--- config.mk ---
export PLATFORM = sky130hd
export DESIGN_NAME = tx_sym_enc
export DESIGN_NICKNAME = d
export VERILOG_FILES = /design/src/rtl/tx_sym_pkg.sv /design/src/rtl/tx_sym_codebook.sv /design/src/rtl/tx_sym_ctrl.sv /design/src/rtl/tx_sym_outreg.sv /design/src/rtl/tx_sym_enc.sv
export SDC_FILE = /design/constraint.sdc
export NUM_CORES = 1
export LEC_CHECK = 0
export BUFFER_PORTS_ARGS = -buffer_cell sky130_fd_sc_hd__buf_2
export CORE_MARGIN = 3
export CORE_UTILIZATION = 40
export CTS_BUF_LIST = sky130_fd_sc_hd__clkbuf_4 sky130_fd_sc_hd__clkbuf_8 sky130_fd_sc_hd__clkbuf_16
export DETAILED_ROUTE_END_ITERATION = 7
export HOLD_SLACK_MARGIN = 0.06
export PLACE_DENSITY = 0.69
export SYNTH_ARGS = -nofsm -noshare
export SYNTH_HDL_FRONTEND = slang
export SYNTH_HIERARCHICAL = 1
export SYNTH_SLANG_ARGS = --single-unit
--- constraint.sdc ---
create_clock -name clk -period 2.4 [get_ports clk]
set_input_delay 0.24 -clock clk [delete_from_list [all_inputs] [get_ports clk]]
set_output_delay 0.24 -clock clk [all_outputs]
set_load 0.005 [all_outputs]
--- src/rtl/tx_sym_pkg.sv ---
package tx_sym_pkg;
  localparam int NIB_W = 4;
  localparam int SYM_W = NIB_W + 1;

  localparam logic [SYM_W-1:0] CG_IDLE = 5'b11111;
  localparam logic [SYM_W-1:0] CG_J    = 5'b11000;
  localparam logic [SYM_W-1:0] CG_K    = 5'b10001;
  localparam logic [SYM_W-1:0] CG_T    = 5'b01101;
  localparam logic [SYM_W-1:0] CG_R    = 5'b00111;
  localparam logic [SYM_W-1:0] CG_HALT = 5'b00100;

  typedef enum logic [2:0] {
    ST_IDLE = 3'd0,
    ST_K    = 3'd1,
    ST_DATA = 3'd2,
    ST_T    = 3'd3,
    ST_R    = 3'd4
  } enc_state_t;

  typedef enum logic [2:0] {
    SEL_IDLE = 3'd0,
    SEL_J    = 3'd1,
    SEL_K    = 3'd2,
    SEL_DATA = 3'd3,
    SEL_HALT = 3'd4,
    SEL_T    = 3'd5,
    SEL_R    = 3'd6,
    SEL_RAW  = 3'd7
  } sym_sel_t;
endpackage

--- src/rtl/tx_sym_codebook.sv ---
module tx_sym_codebook
  import tx_sym_pkg::*;
(
  input  logic [NIB_W-1:0] nib,
  output logic [SYM_W-1:0] code
);
  always_comb begin
    unique case (nib)
      4'h0: code = 5'b11110;
      4'h1: code = 5'b01001;
      4'h2: code = 5'b10100;
      4'h3: code = 5'b10101;
      4'h4: code = 5'b01010;
      4'h5: code = 5'b01011;
      4'h6: code = 5'b01110;
      4'h7: code = 5'b01111;
      4'h8: code = 5'b10010;
      4'h9: code = 5'b10011;
      4'hA: code = 5'b10110;
      4'hB: code = 5'b10111;
      4'hC: code = 5'b11010;
      4'hD: code = 5'b11011;
      4'hE: code = 5'b11100;
      default: code = 5'b11101;
    endcase
  end
endmodule

--- src/rtl/tx_sym_ctrl.sv ---
module tx_sym_ctrl
  import tx_sym_pkg::*;
(
  input  logic       clk,
  input  logic       rst,
  input  logic       bypass,
  input  logic       tx_en,
  input  logic       tx_er,
  output enc_state_t state,
  output sym_sel_t   sel
);
  enc_state_t state_nx;

  always_comb begin
    state_nx = state;
    sel      = SEL_IDLE;
    if (bypass) begin
      state_nx = ST_IDLE;
      sel      = SEL_RAW;
    end else begin
      unique case (state)
        ST_IDLE: begin
          if (tx_en) begin
            sel      = SEL_J;
            state_nx = ST_K;
          end
        end
        ST_K: begin
          sel      = SEL_K;
          state_nx = tx_en ? ST_DATA : ST_T;
        end
        ST_DATA: begin
          if (tx_en) begin
            sel = tx_er ? SEL_HALT : SEL_DATA;
          end else begin
            sel      = SEL_T;
            state_nx = ST_R;
          end
        end
        ST_T: begin
          sel      = SEL_T;
          state_nx = ST_R;
        end
        ST_R: begin
          sel      = SEL_R;
          state_nx = ST_IDLE;
        end
        default: begin
          sel      = SEL_IDLE;
          state_nx = ST_IDLE;
        end
      endcase
    end
  end

  always_ff @(posedge clk) begin
    if (rst) state <= ST_IDLE;
    else     state <= state_nx;
  end
endmodule

--- src/rtl/tx_sym_outreg.sv ---
module tx_sym_outreg
  import tx_sym_pkg::*;
(
  input  logic             clk,
  input  logic             rst,
  input  sym_sel_t         sel,
  input  logic [SYM_W-1:0] data_code,
  input  logic [SYM_W-1:0] raw_sym,
  output logic [SYM_W-1:0] sym_q
);
  logic [SYM_W-1:0] sym_d;

  always_comb begin
    unique case (sel)
      SEL_J:    sym_d = CG_J;
      SEL_K:    sym_d = CG_K;
      SEL_DATA: sym_d = data_code;
      SEL_HALT: sym_d = CG_HALT;
      SEL_T:    sym_d = CG_T;
      SEL_R:    sym_d = CG_R;
      SEL_RAW:  sym_d = raw_sym;
      default:  sym_d = CG_IDLE;
    endcase
  end

  always_ff @(posedge clk) begin
    if (rst) sym_q <= CG_IDLE;
    else     sym_q <= sym_d;
  end
endmodule

--- src/rtl/tx_sym_enc.sv ---
module tx_sym_enc
  import tx_sym_pkg::*;
(
  input  logic             clk,
  input  logic             rst,
  input  logic             bypass,
  input  logic             tx_en,
  input  logic             tx_er,
  input  logic [NIB_W-1:0] txd,
  output logic [SYM_W-1:0] sym_out
);
  enc_state_t       state;
  sym_sel_t         sel;
  logic [SYM_W-1:0] data_code;

  tx_sym_ctrl u_ctrl (
    .clk    (clk),
    .rst    (rst),
    .bypass (bypass),
    .tx_en  (tx_en),
    .tx_er  (tx_er),
    .state  (state),
    .sel    (sel)
  );

  tx_sym_codebook u_book (
    .nib  (txd),
    .code (data_code)
  );

  tx_sym_outreg u_out (
    .clk       (clk),
    .rst       (rst),
    .sel       (sel),
    .data_code (data_code),
    .raw_sym   ({tx_er, txd}),
    .sym_q     (sym_out)
  );
endmodule

# --- Word level (Yosys, flattened, before mapping) ---
# Memory sizes are Yosys's and may differ from the RTL's.
# Cells that the tools add are included.
word_totals:
  mem_bits_ro: 80
  mem_bits_rw: 0
  latchBits: 0
  inputBits: 9
  n_memories: 1
  ff_bits: 8
  out_inout_bits: 5
  wordCells: 29
op_classes:
  n_eq_ne: 13
  n_mux: 10
  reduce_logical: 3
  add_sub_neg: 0
  n_lt_le_gt_ge: 0
  n_bitwise: 0
  n_div: 0
  shifts: 0
  mul: 0
memory_table:
  columns: ["name", "depth", "width", "read_ports", "rd_clocked_by_memory_dff", "wr", "line", "text"]
  rows:
  - ["(no name shown)", 16, 5, 1, 0, 0, "tx_sym_codebook.sv:8", "unique case (nib)"]
op_table:
  columns: ["operator", "n"]
  rows:
  - ["$pmux W5 S7", 1]
  - ["$eq A3 B3 Y1 const B", 5]
  - ["$mux W3", 5]
  - ["$pmux W3 S5", 1]
  - ["$eq A3 B2 Y1 const B", 4]
  - ["$pmux W3 S4", 1]
  - ["$eq A3 B1 Y1 const B", 2]
  - ["$ne A2 B2 Y1 const B", 2]
  - ["$logic_not A3 Y1", 1]
  - ["$mux W1", 2]
  - ["$reduce_and A2 Y1", 1]
  - ["$reduce_or A2 Y1", 1]

# --- Depth between registers and ports, before layout ---
logic_depth:
  word_depth: 6
  mapped_depth: 7
  mapped_depth_nobuf: 6

# --- By module ---
# Netlist, hierarchy kept.
modules_own_cells:
  columns: ["mod", "cells_per_inst", "area_each_um2", "seq_area_each_um2", "n_inst"]
  rows:
  - ["tx_sym_outreg", 32, 269.0, 100.1, 1]
  - ["tx_sym_ctrl", 23, 193.9, 60.1, 1]
  - ["tx_sym_codebook", 9, 65.1, 0.0, 1]

# --- Worst setup path before layout ---
# No wires, ideal clock.
synth_timing:
  path_type: "register to register"
  from: "register u_ctrl.state[1]"
  to: "register u_out.sym_q[2]"
  t_arrival_ns: 1.522
  stages_incl_launch_ff: 7
  path_slack_ns: 0.763
  path_buffers: 1
  t_required_ns: 2.285
  cell_sequence: "dfxtp_1 > nand2b_1 > a21oi_1 > a211o_1 > buf_6 > or3_1 > a31o_1"
synth_between:
  elab_chain_cells: 5
  word_cells_on_any_way: 15
  classes_between: "eq/ne: 11; mux: 3; reduce/logical: 1"
synth_lines:
  columns: ["item", "line", "text"]
  rows:
  - ["start, declared", "tx_sym_ctrl.sv:9", "output enc_state_t state,"]
  - ["start signal, assigned", "tx_sym_ctrl.sv:58", "else state <= state_nx;"]
  - ["$eq A3 B3 Y1, or another cell as far along", "tx_sym_ctrl.sv:21", "unique case (state)"]
  - ["$pmux W3 S5 (*)", "tx_sym_ctrl.sv:21", null]
  - ["$mux W3 (*)", "tx_sym_ctrl.sv:17", "if (bypass) begin"]
  - ["named net sel[1]", "tx_sym_enc.sv:13", "sym_sel_t sel;"]
  - ["$eq A3 B3 Y1, or another cell as far along", "tx_sym_outreg.sv:14", "unique case (sel)"]
  - ["$pmux W5 S7 (*)", "tx_sym_outreg.sv:14", null]
  - ["end signal, assigned", "tx_sym_outreg.sv:28", "else sym_q <= sym_d;"]
  - ["end, declared", "tx_sym_outreg.sv:9", "output logic [SYM_W-1:0] sym_q"]
# The timed path passes the listed nets; every way through them passes the cells marked *.
# A chain may end at the register's enable or synchronous reset.

# --- Final worst setup path ---
layout_timing:
  from: "register u_ctrl.state[0]"
  to: "register u_out.sym_q[2]"
# The elaborated chain is that of the path after synthesis.

==> summary.txt <==
Worst setup path
  • Critical Path AT: 2.01 ns
  • Crit path kind: reg -> reg
  • Critical path launch point type: flop
  • CP max stage delay: 0.46 ns
  • Endpoint type of the worst setup path: flop
  • Crit path buffers/inverters: 0
  • Largest fanout on the critical path: 12
  • CP delay by family, top: compound AO/OA/AOI/OAI gates
  • Max stage delay cell, worst path: or3_1
  • WP data required: 2.55 ns
  • CP Cell Sequence: nand2b_1, o21ai_0, o211ai_1, or3_1, a31o_1

Routing
  • Routed WL per cell: 12.2 um
  • Final ANT Viol Nets: 0
  • Number of remaining DRC errors: 0
  • DR iter-0 viols: 9
  • Total length of routed wires: 1100 um
  • Drt first pass iters: 4
  • Post-DR vias/cell: 5.48
  • Via Count: 493

Synthesis
  • Synth Warn #: 6
  • Post-Synth XOR/XNOR Area: 1.66%
  • Post-synthesis register bit count: 8
  • Register area share after synthesis: 30.3%
  • Async set-reset flop share out of synthesis: 0%
  • Ys flop type: dfxtp_1
  • Cell count after synthesis: 64
  • Top cell type's share of synthesized area: 30.3%
  • Avg Cell Area, Syn: 8.25 um^2
  • Post-Synth Simple-Gate Area: 27.3%
  • Largest family of logic cells by synthesized area: compound AO/OA/AOI/OAI gates
  • Mux cell area share after synthesis: 2.13%
  • Count leader, synth: dfxtp_1
  • Synth cell count leaders: 8 x dfxtp_1, 7 x nand2_1, 4 x nor2_1, 4 x o21ai_0
  • Post-synth EDFFs: 0
  • Synth Area in Adders: 0%
  • Yosys cell types: 33
  • Syn Nets: 73
  • Synth area leader: dfxtp_1
  • Compound-Gate Fraction of Synth Area: 29.9%
  • Synth top area cells: dfxtp_1 30%, nand2_1 5.0%, buf_6 4.3%
  • Post-Syn Area: 528 um^2

Clock tree
  • Clock Tree Buf Depth: 2
  • Setup bufs post-CTS: 0
  • CTS Buf Count: 3
  • Latest clock arrival within the worst-skew pair: 0.25 ns
  • CTS tree: done
  • CTS H-Tree Depth: 1
  • Post-CTS resize count: 0
  • Worst-path clk slew: 0.05 ns
  • Clock sinks: 8
  • CTS root buffer: clkbuf_4
  • Cts hold-fix bufs: 0

Placement
  • Number of port buffers: 13
  • Post-DP HPWL: 805 um
  • Pre-CTS setup slack: 0.563 ns
  • Placer Congestion: 0.816

Run
  • Max_cap viols: 0

STA
  • Worst-margin pin slew: 0.723 ns
  • # setup viols final: 0
  • Slew Limit Fails: 0
  • Fmax: 536 MHz
  • Final period utilization: 77.7%
  • RSZ-0062 raised after global routing: no
  • Final TNS setup: 0 ns
  • Max_slew headroom: 51.6%
  • Setup ws final: 0.535 ns
  • Crit path time final: 1.87 ns
  • Hold Vio Cnt, Final: 0
  • Clk_skew: 0.00310 ns

Finish
  • # diodes: 0
  • Area Overhead vs Synth: 13.3%
  • Nets: 87
  • Layout cells sized above 1: 27.6%
  • Fillers: 111

GRT
  • Number of global-route vias before repair: 390
  • All-Layer GR Usage: 12.8%
  • Largest net degree at the start of global routing: 13
  • First-pass GRT wire length: 1690 um
  • Initial antenna violation count: 0
  • GRT overflow: 0

Die
  • Ports: 14
  • Width of the die: 42.3 um
  • Core area: 1170 um^2
  • Core Rows: 12
  • Initial core utilization: 45.1%
  • Die height: 42.3 um
  • Die Area: 1790 um^2

Power
  • Peak VDD IR: 0.143 mV
  • Pleak: 0.000240 uW
  • Pwr/cell area: 531 nW/um^2

Run status
  • Status: complete, no violations

Worst hold path
  • Hold crit path type: in -> reg
[routing by layer]
| layer | wire length [um] | vias up | track usage, % |
|---|---|---|---|
| met4 | 41 | 0 | 13.0 |
| met2 | 460 | 12 | 17.6 |
| met3 | 52 | 5 | 2.58 |
| met1 | 540 | 219 | 15.8 |
| met5 | 0 | - | 0 |
| li1 | - | 257 | - |
[final timing paths]
kind | start | to | slack [ns] | cells after the start
setup / recovery | u_ctrl/state[0] | u_out/sym_q[2] | 0.53 | 5
hold / removal | rst | u_ctrl/state[2] | 0.22 | 2
setup reg to reg | u_ctrl/state[0] | u_out/sym_q[2] | 0.53 | 5
hold reg to reg | u_ctrl/state[1] | u_ctrl/state[2] | 0.54 | 2
[final cells by class]
| type | instances | area [um^2] | share of cell area [%] |
|---|---|---|---|
| Tap cell | 14 | 17.5 | 2.93 |
| Clock buffer | 3 | 22.5 | 3.77 |
| Sequential cell | 8 | 160 | 26.8 |
| Inverter | 3 | 11.3 | 1.88 |
| Timing Repair Buffer | 13 | 65.1 | 10.9 |
| Multi-Input combinational cell | 49 | 322 | 53.8 |
[power by group]
part           total, uW  switching, uW  internal (uW)
clock network        104           46.4           57.3
registers            145           3.31            141
logic               69.2           37.7           31.5
[metrics by stage]
stage	utilization [%]	cell area [um^2]	instances	hold WS, ns	power (uW)
4_1_cts	51.1	598	90	0.211	321
3_3_place_gp	49.1	576	87	0.487	215
5_1_grt	51.1	598	90	0.217	338
3_5_place_dp	49.1	576	87	0.494	216
6_report	51.1	598	90	0.223	318
2_1_floorplan	-	528	64	0.316	196
[cells by family after synthesis]
group / Yosys count
multiplexers: 1
buffers and inverters: 7
AND/OR/NAND/NOR: 26
flip-flops: 8
XOR/XNOR: 1
AO/OA/AOI/OAI: 21
[cells in the final DEF (no fill, tap or decap)]
| cell | n |
|---|---|
| a211o_1 | 2 |
| a31o_1 | 1 |
| nand3b_1 | 1 |
| o21bai_1 | 2 |
| nand4b_1 | 1 |
| or4_1 | 1 |
| nand2_1 | 7 |
| nor3_1 | 1 |
| or2_1 | 1 |
| o221ai_1 | 2 |
| or3_1 | 1 |
| dfxtp_1 | 8 |
| nor2b_1 | 3 |
| buf_2 | 13 |
| nor2_1 | 4 |
| a22oi_2 | 1 |
| a21oi_1 | 2 |
| mux2_2 | 1 |
| nand4bb_1 | 1 |
| clkbuf_4 | 3 |
| o311ai_0 | 1 |
| inv_2 | 1 |
| o21ai_0 | 4 |
| o211ai_1 | 2 |
| a21o_1 | 1 |
| xnor2_1 | 1 |
| a21o_2 | 1 |
| a211oi_1 | 1 |
| inv_1 | 2 |
| nand2b_1 | 3 |
| nor4_1 | 2 |
| a21oi_2 | 1 |
[flip-flops by register name (all words and copies together) (netlist names)]
signal,count
u_ctrl/state,3
u_out/sym_q,5
[worst register-to-register path, delay by kind of cell, from the launching register on]
| family | cells | cell delay, ns |
|---|---|---|
| DFF | 1 | 0.35 |
| AOI/OAI and AO/OA | 3 | 0.72 |
| and+or+nand+nor | 2 | 0.69 |
Note: power is estimated with default switching activity, not from simulation.
